$ cat src/rtl/ringIdxPkg.sv
package ringIdxPkg;

  typedef enum logic [1:0] {
    RING_REQ = 2'd0,
    RING_CMP = 2'd1,
    RING_MSG = 2'd2
  } ringSel_e;

  typedef struct packed {
    logic clrData;
    logic clrMsg;
    logic popReq;
    logic pushCmp;
    logic pushMsg;
  } ringStrobe_t;

  // bit length of (pages * 2^eppLog2 - 1)
  function automatic int ringLog2(input int pages, input int eppLog2);
    int lastSlot;
    int n;
    lastSlot = (pages << eppLog2) - 1;
    n = 0;
    for (int i = 0; i < 31; i++) begin
      if ((lastSlot >> i) != 0) n = i + 1;
    end
    return n;
  endfunction

endpackage

$ cat src/rtl/ringCtrl.sv
module ringCtrl
  import ringIdxPkg::*;
#(
  parameter int MAX_PAGES    = 8,
  parameter int CNT_W        = 4,
  parameter int LOG_W        = 6,
  parameter int PTR_W        = 32,
  parameter int REQ_EPP_LOG2 = 5,
  parameter int CMP_EPP_LOG2 = 7,
  parameter int MSG_EPP_LOG2 = 5
) (
  input  logic                       clk,
  input  logic                       rstN,
  input  logic                       adapterReset,
  input  logic                       dataSetup,
  input  logic [CNT_W-1:0]           reqPages,
  input  logic [CNT_W-1:0]           cmpPages,
  input  logic                       msgSetup,
  input  logic [CNT_W-1:0]           msgPages,
  input  logic                       reqPop,
  input  logic                       cmpPush,
  input  logic                       msgPush,
  input  logic                       reqFlush,
  input  logic                       cmpFlush,
  input  logic                       msgFlush,
  input  logic                       reqAvailRaw,
  input  logic                       msgRoomRaw,
  output ringStrobe_t                strb,
  output logic                       dataValid,
  output logic                       msgValid,
  output logic [LOG_W-1:0]           reqLog2,
  output logic [LOG_W-1:0]           cmpLog2,
  output logic [LOG_W-1:0]           msgLog2,
  output logic [2:0][PTR_W-1:0]      ringMask,
  output logic                       setupDone,
  output logic                       setupErr,
  output logic                       reqPublish,
  output logic                       cmpPublish,
  output logic                       msgPublish
);

  localparam logic [CNT_W-1:0] MAX_CNT = CNT_W'(MAX_PAGES);

  logic reqCntOk, cmpCntOk, msgCntOk, dataOk, msgOk;

  assign reqCntOk = (reqPages != '0) && (reqPages <= MAX_CNT);
  assign cmpCntOk = (cmpPages != '0) && (cmpPages <= MAX_CNT);
  assign msgCntOk = (msgPages != '0) && (msgPages <= MAX_CNT);
  assign dataOk   = reqCntOk && cmpCntOk;
  assign msgOk    = msgCntOk && dataValid;

  always_ff @(posedge clk) begin
    if (!rstN) begin
      dataValid <= 1'b0;
      msgValid  <= 1'b0;
      reqLog2   <= '0;
      cmpLog2   <= '0;
      msgLog2   <= '0;
      setupDone <= 1'b0;
      setupErr  <= 1'b0;
    end else begin
      setupDone <= 1'b0;
      setupErr  <= 1'b0;
      if (adapterReset) begin
        dataValid <= 1'b0;
        msgValid  <= 1'b0;
      end else if (dataSetup) begin
        setupDone <= 1'b1;
        if (dataOk) begin
          reqLog2   <= LOG_W'(ringLog2(int'(reqPages), REQ_EPP_LOG2));
          cmpLog2   <= LOG_W'(ringLog2(int'(cmpPages), CMP_EPP_LOG2));
          dataValid <= 1'b1;
        end else begin
          setupErr  <= 1'b1;
        end
      end else if (msgSetup) begin
        setupDone <= 1'b1;
        if (msgOk) begin
          msgLog2  <= LOG_W'(ringLog2(int'(msgPages), MSG_EPP_LOG2));
          msgValid <= 1'b1;
        end else begin
          setupErr <= 1'b1;
        end
      end
    end
  end

  always_comb begin
    strb.clrData = adapterReset || (dataSetup && dataOk);
    strb.clrMsg  = adapterReset || (!dataSetup && msgSetup && msgOk);
    strb.popReq  = reqPop && dataValid && reqAvailRaw;
    strb.pushCmp = cmpPush && dataValid;
    strb.pushMsg = msgPush && msgValid && msgRoomRaw;
  end

  assign ringMask[0] = (PTR_W'(1) << reqLog2) - PTR_W'(1);
  assign ringMask[1] = (PTR_W'(1) << cmpLog2) - PTR_W'(1);
  assign ringMask[2] = (PTR_W'(1) << msgLog2) - PTR_W'(1);

  assign reqPublish = reqFlush && dataValid;
  assign cmpPublish = cmpFlush && dataValid;
  assign msgPublish = msgFlush && msgValid;

endmodule

$ cat src/rtl/ringDatapath.sv
module ringDatapath
  import ringIdxPkg::*;
#(
  parameter int MAX_PAGES  = 8,
  parameter int PG_W       = 3,
  parameter int PFN_W      = 20,
  parameter int PAGE_SHIFT = 12,
  parameter int PTR_W      = 32,
  parameter int ADDR_W     = 32,
  parameter int REQ_DESC   = 128,
  parameter int CMP_DESC   = 32,
  parameter int MSG_DESC   = 128
) (
  input  logic                      clk,
  input  logic                      rstN,
  input  ringStrobe_t               strb,
  input  logic [2:0][PTR_W-1:0]     ringMask,
  input  logic                      pfnWrEn,
  input  logic [1:0]                pfnWrRing,
  input  logic [PG_W-1:0]           pfnWrIdx,
  input  logic [PFN_W-1:0]          pfnWrVal,
  input  logic [PTR_W-1:0]          reqProdIdx,
  input  logic [PTR_W-1:0]          msgProdShared,
  input  logic [PTR_W-1:0]          msgConsShared,
  output logic [2:0][PTR_W-1:0]     ringPtr,
  output logic [2:0][ADDR_W-1:0]    ringAddr,
  output logic                      reqAvailRaw,
  output logic                      msgRoomRaw
);

  localparam int PAGE_BYTES = 1 << PAGE_SHIFT;

  for (genvar g = 0; g < 3; g++) begin : gRing
    localparam int DESC      = (g == 0) ? REQ_DESC : ((g == 1) ? CMP_DESC : MSG_DESC);
    localparam int DESC_LOG2 = $clog2(DESC);
    localparam int EPP_LOG2  = $clog2(PAGE_BYTES / DESC);

    logic [PFN_W-1:0]  pfnTab [MAX_PAGES];
    logic              clr;
    logic              adv;
    logic [PTR_W-1:0]  slot;
    logic [PG_W-1:0]   pageIdx;
    logic [ADDR_W-1:0] offset;

    assign clr = (g == 2) ? strb.clrMsg : strb.clrData;
    assign adv = (g == 0) ? strb.popReq : ((g == 1) ? strb.pushCmp : strb.pushMsg);

    always_ff @(posedge clk) begin
      if (!rstN) begin
        for (int p = 0; p < MAX_PAGES; p++) pfnTab[p] <= '0;
      end else if (pfnWrEn && (pfnWrRing == 2'(g))) begin
        pfnTab[pfnWrIdx] <= pfnWrVal;
      end
    end

    always_ff @(posedge clk) begin
      if (!rstN)     ringPtr[g] <= '0;
      else if (clr)  ringPtr[g] <= '0;
      else if (adv)  ringPtr[g] <= ringPtr[g] + PTR_W'(1);
    end

    assign slot        = ringPtr[g] & ringMask[g];
    assign pageIdx     = PG_W'(slot >> EPP_LOG2);
    assign offset      = ADDR_W'(slot[EPP_LOG2-1:0]) << DESC_LOG2;
    assign ringAddr[g] = {pfnTab[pageIdx], PAGE_SHIFT'(0)} + offset;
  end

  logic [PTR_W-1:0] reqDiff, msgDiff;
  assign reqDiff     = reqProdIdx - ringPtr[0];
  assign msgDiff     = msgProdShared - msgConsShared;
  assign reqAvailRaw = (reqDiff != '0) && (reqDiff < ringMask[0] + PTR_W'(1));
  assign msgRoomRaw  = msgDiff < ringMask[2] + PTR_W'(1);

endmodule

$ cat src/rtl/ringIndexer.sv
module ringIndexer
  import ringIdxPkg::*;
#(
  parameter int MAX_PAGES  = 8,
  parameter int PFN_W      = 20,
  parameter int PAGE_SHIFT = 12,
  parameter int PTR_W      = 32,
  parameter int REQ_DESC   = 128,
  parameter int CMP_DESC   = 32,
  parameter int MSG_DESC   = 128,
  localparam int PG_W      = $clog2(MAX_PAGES),
  localparam int CNT_W     = $clog2(MAX_PAGES + 1),
  localparam int LOG_W     = $clog2(PTR_W) + 1,
  localparam int ADDR_W    = PFN_W + PAGE_SHIFT
) (
  input  logic              clk,
  input  logic              rstN,
  input  logic              adapterReset,
  input  logic              pfnWrEn,
  input  logic [1:0]        pfnWrRing,
  input  logic [PG_W-1:0]   pfnWrIdx,
  input  logic [PFN_W-1:0]  pfnWrVal,
  input  logic              dataSetup,
  input  logic [CNT_W-1:0]  reqPages,
  input  logic [CNT_W-1:0]  cmpPages,
  input  logic              msgSetup,
  input  logic [CNT_W-1:0]  msgPages,
  output logic              setupDone,
  output logic              setupErr,
  output logic              dataValid,
  output logic              msgValid,
  output logic [LOG_W-1:0]  reqLog2,
  output logic [LOG_W-1:0]  cmpLog2,
  output logic [LOG_W-1:0]  msgLog2,
  input  logic [PTR_W-1:0]  reqProdIdx,
  input  logic              reqPop,
  output logic              reqAvail,
  output logic [ADDR_W-1:0] reqAddr,
  input  logic              reqFlush,
  output logic              reqPublish,
  output logic [PTR_W-1:0]  reqConsIdx,
  input  logic              cmpPush,
  output logic [ADDR_W-1:0] cmpAddr,
  input  logic              cmpFlush,
  output logic              cmpPublish,
  output logic [PTR_W-1:0]  cmpProdIdx,
  input  logic [PTR_W-1:0]  msgProdShared,
  input  logic [PTR_W-1:0]  msgConsShared,
  input  logic              msgPush,
  output logic              msgRoom,
  output logic [ADDR_W-1:0] msgAddr,
  input  logic              msgFlush,
  output logic              msgPublish,
  output logic [PTR_W-1:0]  msgProdIdx
);

  localparam int PAGE_BYTES = 1 << PAGE_SHIFT;

  ringStrobe_t             strb;
  logic [2:0][PTR_W-1:0]   ringMask;
  logic [2:0][PTR_W-1:0]   ringPtr;
  logic [2:0][ADDR_W-1:0]  ringAddr;
  logic                    reqAvailRaw, msgRoomRaw;

  ringCtrl #(
    .MAX_PAGES    (MAX_PAGES),
    .CNT_W        (CNT_W),
    .LOG_W        (LOG_W),
    .PTR_W        (PTR_W),
    .REQ_EPP_LOG2 ($clog2(PAGE_BYTES / REQ_DESC)),
    .CMP_EPP_LOG2 ($clog2(PAGE_BYTES / CMP_DESC)),
    .MSG_EPP_LOG2 ($clog2(PAGE_BYTES / MSG_DESC))
  ) u_ctrl (
    .clk, .rstN, .adapterReset,
    .dataSetup, .reqPages, .cmpPages, .msgSetup, .msgPages,
    .reqPop, .cmpPush, .msgPush, .reqFlush, .cmpFlush, .msgFlush,
    .reqAvailRaw, .msgRoomRaw,
    .strb, .dataValid, .msgValid, .reqLog2, .cmpLog2, .msgLog2, .ringMask,
    .setupDone, .setupErr, .reqPublish, .cmpPublish, .msgPublish
  );

  ringDatapath #(
    .MAX_PAGES  (MAX_PAGES),
    .PG_W       (PG_W),
    .PFN_W      (PFN_W),
    .PAGE_SHIFT (PAGE_SHIFT),
    .PTR_W      (PTR_W),
    .ADDR_W     (ADDR_W),
    .REQ_DESC   (REQ_DESC),
    .CMP_DESC   (CMP_DESC),
    .MSG_DESC   (MSG_DESC)
  ) u_dp (
    .clk, .rstN, .strb, .ringMask,
    .pfnWrEn, .pfnWrRing, .pfnWrIdx, .pfnWrVal,
    .reqProdIdx, .msgProdShared, .msgConsShared,
    .ringPtr, .ringAddr, .reqAvailRaw, .msgRoomRaw
  );

  assign reqAvail   = reqAvailRaw && dataValid;
  assign msgRoom    = msgRoomRaw && msgValid;
  assign reqConsIdx = ringPtr[0];
  assign cmpProdIdx = ringPtr[1];
  assign msgProdIdx = ringPtr[2];
  assign reqAddr    = ringAddr[0];
  assign cmpAddr    = ringAddr[1];
  assign msgAddr    = ringAddr[2];

endmodule

$ cat config.mk
export PLATFORM = sky130hd
export DESIGN_NAME = ringIndexer
export DESIGN_NICKNAME = d
export VERILOG_FILES = /design/src/rtl/ringIdxPkg.sv /design/src/rtl/ringCtrl.sv /design/src/rtl/ringDatapath.sv /design/src/rtl/ringIndexer.sv
export SDC_FILE = /design/constraint.sdc
export NUM_CORES = 1
export LEC_CHECK = 0
export ABC_AREA = 1
export BUFFER_PORTS_ARGS = -buffer_cell sky130_fd_sc_hd__clkbuf_2
export CORE_MARGIN = 1.5
export CORE_UTILIZATION = 40
export CTS_BUF_LIST = sky130_fd_sc_hd__clkbuf_8
export DETAILED_ROUTE_END_ITERATION = 6
export MAX_ROUTING_LAYER = met4
export PLACE_DENSITY_LB_ADDON = 0.2
export SLEW_MARGIN = 25
export SYNTH_ARGS = -nofsm -noshare
export SYNTH_HDL_FRONTEND = slang
export SYNTH_SLANG_ARGS = --single-unit
$ cat constraint.sdc
create_clock -name clk -period 8.9 [get_ports clk]
set_input_delay 1.335 -clock clk [delete_from_list [all_inputs] [get_ports clk]]
set_output_delay 1.335 -clock clk [all_outputs]
set_load 0.02 [all_outputs]
==> impl_metrics.csv, run 1 <==
group,metric,value,unit
clock_tree,cts_tree,"done",
synth,synth-compound-area-share,8.988,%
die,core,90150,sq um
worst_setup_path,crit_chain,"inv_2 -> nand4_1 -> ha_1 -> nand3_2 -> nor2_2 -> nand3_1 -> nor3_2 -> nand3_1 -> xor2_1 -> nand3_1 -> inv_1 -> nand4_1 -> ha_1 -> nand2_1 -> inv_1 -> nand3_1 -> nor4_1 -> inv_1 -> nor4_1 -> a21oi_4 -> buf_4 -> nand2_1 -> nor2_1 -> clkbuf_2",
placed_design,dp_hpwl,75970,microns
final_layout,utilization,45.62,%
global_route,grt_first_pass_wirelength,169400,microns
worst_hold_path,hold_start,"u_dp.ringPtr[95]",
worst_setup_path,end_kind,"primary output",
route,drtAntennaViolNets,0,
route,wl_per_cell,17.95,microns
synth,syn_area,36410,sq um
final_layout,instances_no_fill,6063,
clock_tree,cts_hold_buf,0,
route,drt-initial-drc-count,2510,
synth,ys_ff_latch,595,
clock_tree,htreeDepth,3,
sta,fmax,133.0,MHz
placed_design,numPortBuffers,341,
placed_design,gp_congestion,0.9454,
worst_setup_path,worst-path-max-fanout,61,
worst_setup_path,rr_startpoint,"u_ctrl.msgLog2[4]",
worst_setup_path,crit_buf_inv,6,
sta,min_period_over_period,84.48,%
synth,synthXorXnorAreaFrac,4.034,%
sta,tns,0,ps
synth,yosysTopAreaCell,"edfxtp_1",
flow_run,cap_violations,0,
sta,rsz0062_at_grt,"false",
synth,synth-main-ff-cell,"edfxtp_1",
synth,ys_warn_count,0,
die,initial_core_util,40.39,%
clock_tree,insertion_delay,750,ps
worst_setup_path,slowest_stage,"dfxtp_1",
pwr,ir_drop,0.1671,mV
synth,yosys.area_share.simple,26.68,%
final_layout,final_layout_size_suffix_gt1_share,14.33,%
worst_setup_path,crit_family,"simple AND/OR/NAND/NOR gates",
sta,finalClockSkew,50.31,ps
synth,async_flop_share,0,%
worst_setup_path,critPathLaunch,"u_ctrl.reqLog2[4]",
synth,synth-edff-count,480,
synth,ys_seq_area_share,45.90,%
global_route,grt_pass1_vias,30053,
sta,slew_violations,0,
clock_tree,cts.sinks,595,
worst_setup_path,crit_path_frequent_cell,"nand3_1",
route,drc,0,
die,die_y,304.7,microns
sta,setup_viol_count_final,0,
final_layout,nNetsFinal,5083,
worst_hold_path,hold_class,"reg -> reg",
clock_tree,root_buffer,"clkbuf_8",
synth,synth_top_area_share,39.58,%
die,num_rows,110,
worst_setup_path,critPathLaunchType,"register",
synth,synth_mux_area_share,1.237,%
clock_tree,post-cts-setup-buffers,0,
placed_design,dp_cells,5867,
pwr,power_density,158.3,nW/um^2
global_route,antenna_found_initial,3,
clock_tree,clkSlewWorstSetupHoldPaths,60,ps
global_route,grt_max_degree,82,
synth,syn_avg_cell_area,8.039,sq um
synth,synth_fa_ha_area_share,4.852,%
die,num_io_pins,364,
worst_setup_path,cp.required,7570,ps
route,viasPerCell,5.190,
synth,ys_types,59,
worst_setup_path,path_class,"reg -> out",
clock_tree,cts-buffers-inserted,105,
clock_tree,cts_resized,0,
synth,netlist_instances,4530,
global_route,grt_usage,23.73,%
synth,synth_top_family_by_area,"simple AND/OR/NAND/NOR gates",
route,routed_wl,108800,microns
worst_setup_path,arrival,6180,ps
sta,relSlewSlack,30.32,%
final_layout,syn_to_final_growth,12.94,%
route,vias,31464,
pwr,leakage,17.55,nW
clock_tree,clockBufferDepth,3,
worst_setup_path,max_stage_delay,750,ps
synth,synthTopCellsByArea,"edfxtp_1 40%, nor2_1 9.7%, nand2_1 7.5%",
status,outcome,"finished clean",
die,die_w,304.7,microns
sta,finalHoldViolCount,0,
sta,tightest_slew,1045,ps
global_route,grt_overflow_total,0,
route,dr.pass1.iters,7,
die,die_area,92860,sq um
sta,period_minus_slack,7518,ps
registers in the layout (all words and copies together), names as in the netlist, 5 cells and up:
name / count
u_ctrl.cmpLog2: 5
u_ctrl.reqLog2: 5
u_dp.gRing.pfnTab: 480
u_ctrl.msgLog2: 5
u_dp.ringPtr: 96
final cells by class:
| cell class | count | area (sq um) |
|---|---|---|
| fillers | 9064 | 49020 |
| multi-input cells | 3186 | 16840 |
| flip-flops and latches | 595 | 16720 |
| repair buffers | 388 | 2059 |
| inverters | 522 | 1961 |
| clock buffers | 114 | 1569 |
| well taps | 1176 | 1471 |
| clock inverters | 79 | 500.5 |
| diodes | 3 | 7.507 |
cells in the final DEF, fill, tap and decap left out, drive strengths merged, types with 115 or more instances in the layout:
master    n
nor2    954
nand2   732
inv     561
edfxtp  480
clkbuf  455
o21ai   214
nand3   212
a21oi   151
nand4   143
ha      138
dfxtp   115
metrics by stage:
stage | area [sq um] | hold WS, ps | power [mW] | setup slack, ps
global route | 41130 | 521.3 | 6.811 | 797.8
finish | 41130 | 495.4 | 6.509 | 1382
detailed placement | 39020 | 482.3 | 4.043 | 2157
floorplan | 36490 | 550.1 | 3.789 | 2647
CTS | 41090 | 491.3 | 6.580 | 1302
global placement | 39010 | 486.0 | 4.032 | 2329
worst register-to-register path: cells and delay by family (launching register included):
kind / cells / cell delay [ps]
simple gates: 15 / 3100
flops: 1 / 750
compound gates: 3 / 400
xor+xnor: 1 / 200
buf+inv: 3 / 950
fa+ha+maj: 2 / 540
per-layer routing:
layer | wire length, microns | up-vias | track usage (%)
li1 | - | 15602 | -
met1 | 47540 | 14875 | 30.13
met2 | 53190 | 831 | 39.56
met3 | 5562 | 156 | 3.046
met4 | 2513 | 0 | 7.000
met5 | 0 | - | -
power by group:
| part | switching, mW | internal, mW |
|---|---|---|
| registers | 0.0338 | 3.12 |
| logic | 0.554 | 0.270 |
| clock network | 1.22 | 1.31 |
| total | 1.80 | 4.71 |
kinds of logic (layout without fill, tap and decap cells):
kind of cell | Yosys count | count (layout)
other | 1 | 25
multiplexers | 40 | 40
buffers and inverters | 770 | 1103
AO/OA/AOI/OAI | 571 | 571
flip-flops | 595 | 595
AND/OR/NAND/NOR | 2247 | 2247
adder cells (fa/ha/maj) | 140 | 140
XOR/XNOR | 166 | 166
final timing paths:
path	to	slack [ps]	cells after the start
min	u_dp.ringPtr[95]	500	2
max	reqAvail	1380	24
max reg2reg	u_dp.ringPtr[66]	2770	24
min reg2reg	u_dp.ringPtr[95]	500	2
cells in the mapped netlist (60+ instances only):
cell type and number:
a21oi_1 150, clkbuf_1 185, dfxtp_1 115, edfxtp_1 480, ha_1 138, inv_1 502
nand2_1 729, nand3_1 205, nand4_1 138, nor2_1 937, nor3_1 73, o21ai_0 186
o22ai_1 60, xor2_1 112
(Power assumes the default switching activity.)
==> run 2: changes to the inputs <==
Clock period 8.9 ns to 6.26 ns, I/O delays scaled along.
==> impl_metrics.csv, run 2 (synthesis gave the netlist of run 1 again) <==
group,metric,value,unit
sta,slew_violations,0,
final_layout,syn_to_final_growth,13.51,%
flow_run,cap_violations,0,
die,initial_core_util,40.39,%
global_route,antenna_found_initial,4,
global_route,grt_max_degree,121,
status,outcome,"finished clean",
worst_setup_path,arrival,4940,ps
sta,setup_viol_count_final,0,
route,dr.pass1.iters,6,
final_layout,top_register,"u_dp.gRing.pfnTab",
sta,tns,0,ps
route,drtAntennaViolNets,0,
pwr,ir_drop,0.1477,mV
worst_setup_path,worst-path-max-fanout,16,
worst_setup_path,crit_chain,"buf_4 -> inv_2 -> nand4_2 -> ha_1 -> xnor2_1 -> inv_1 -> or2_0 -> nor3_4 -> nand3_2 -> nor2_4 -> nand3_2 -> xor2_1 -> ha_1 -> a21oi_1 -> nor2_1 -> a2111oi_0 -> nand2_1 -> nand2_1 -> and2_1 -> clkbuf_2",
sta,fmax,170.0,MHz
global_route,grt_pass1_vias,30153,
route,drc,0,
final_layout,instances_no_fill,6080,
sta,min_period_over_period,93.95,%
worst_setup_path,slowest_stage,"a2111oi_0",
clock_tree,htreeDepth,3,
final_layout,layout_commonest_cell,"nor2_1",
pwr,leakage,17.65,nW
global_route,grt_first_pass_wirelength,168000,microns
route,drt-initial-drc-count,2452,
die,die_w,304.7,microns
sta,finalClockSkew,58.62,ps
worst_setup_path,crit_buf_inv,4,
placed_design,dp_hpwl,76630,microns
worst_hold_path,hold_class,"reg -> reg",
route,routed_wl,108600,microns
route,vias,31389,
global_route,grt_overflow_total,0,
clock_tree,cts_tree,"done",
route,wl_per_cell,17.86,microns
worst_setup_path,end_kind,"primary output",
clock_tree,clockBufferDepth,3,
global_route,grt_usage,23.54,%
final_layout,mostFrequentLayoutCells,"932 x nor2_1, 720 x nand2_1, 535 x inv_1",
clock_tree,cts.sinks,595,
pwr,power_density,223.2,nW/um^2
placed_design,dp_cells,5877,
final_layout,largest_register_ffs,480,
placed_design,gp_congestion,0.9518,
placed_design,dpl_cell_area,39130,sq um
placed_design,numPortBuffers,341,
sta,tightest_slew,1033,ps
worst_setup_path,max_stage_delay,330,ps
worst_setup_path,critPathLaunchType,"register",
final_layout,nFillCells,9049,
route,viasPerCell,5.163,
worst_setup_path,crit_family,"simple AND/OR/NAND/NOR gates",
die,num_io_pins,364,
final_layout,final_layout_size_suffix_gt1_share,14.55,%
pwr,p_total,9.225,mW
die,die_y,304.7,microns
worst_setup_path,path_class,"reg -> out",
die,num_rows,110,
clock_tree,cts-buffers-inserted,106,
clock_tree,cts_hold_buf,0,
sta,finalHoldViolCount,0,
sta,relSlewSlack,30.97,%
worst_setup_path,cp.required,5320,ps
sta,period_minus_slack,5881,ps
clock_tree,clkSlewWorstSetupHoldPaths,60,ps
final_layout,final_area,41330,sq um
clock_tree,root_buffer,"clkbuf_8",
clock_tree,insertion_delay,740,ps
die,core,90150,sq um
die,die_area,92860,sq um
final_layout,reg_top3,"u_dp.gRing.pfnTab: 480 flops, u_dp.ringPtr: 96 flops",
final_layout,nNetsFinal,5102,
run 2: changes by cell type in the layout (fill, tap and decap cells not counted), sizes merged, moves of 2 or more:
cell	change
inv	-4
clkinv	+7
diode	+2
clkinvlp	-3
buf	+18
clkbuf	-4
run 2: path summary, 6_finish.rpt:
kind                          start                to  slack [ps]  cells after the start
setup reg to reg  u_ctrl.reqLog2[4]   u_dp.ringPtr[1]        1290                     26
hold / removal     u_dp.ringPtr[72]  u_dp.ringPtr[72]         500                      2
hold reg to reg    u_dp.ringPtr[72]  u_dp.ringPtr[72]         500                      2
setup / recovery  u_ctrl.msgLog2[2]           msgRoom         380                     20
run 2: stage by stage:
step	setup slack, ps	utilization [%]	hold slack [ps]
2_1_floorplan	799.1	-	550.1
3_3_place_gp	698.4	43.39	477.5
3_5_place_dp	663.1	43.41	485.3
4_1_cts	63.59	45.67	431.9
5_1_grt	-17.27	45.85	505.6
6_report	378.8	45.85	496.2
run 2: tightest hold or removal path: cells and delay by family (launching register included):
kind / cells / cell delay, ps
flip-flops: 1 / 330
AND/OR/NAND/NOR: 1 / 70
AO/OA/AOI/OAI: 1 / 50
run 2: area by class of cell:
class / count / area [sq um] / area share, %
well taps: 1176 / 1471 / 3.560
inverters: 522 / 1966 / 4.755
flip-flops and latches: 595 / 16720 / 40.44
diodes: 5 / 12.51 / 0.03027
repair buffers: 406 / 2217 / 5.364
multi-input cells: 3186 / 16920 / 40.93
clock inverters: 80 / 520.5 / 1.259
clock buffers: 110 / 1514 / 3.663
run 2: layer usage:
layer	vias up	global-route usage (%)	part of all wire (%)
met3	163	3.303	5.1
met5	-	-	0
met4	0	7.186	2.6
li1	15641	-	-
met1	14785	29.24	43
met2	800	39.69	49
run 2: timing repair:
action | CTS | global route
pin swaps | 0 | 5
gates resized for setup | 1 | 16
endpoints found under the setup margin | 1 | 2
buffers inserted | 0 | 8
run 2: where the power goes:
| part | total (mW) | internal [mW] | switching (mW) | leakage (nW) |
|---|---|---|---|---|
| logic | 1.18 | 0.390 | 0.794 | 11.0 |
| clock network | 3.55 | 1.85 | 1.71 | 1.14 |
| registers | 4.49 | 4.44 | 0.0445 | 5.49 |
| total | 9.23 | 6.68 | 2.55 | 17.6 |
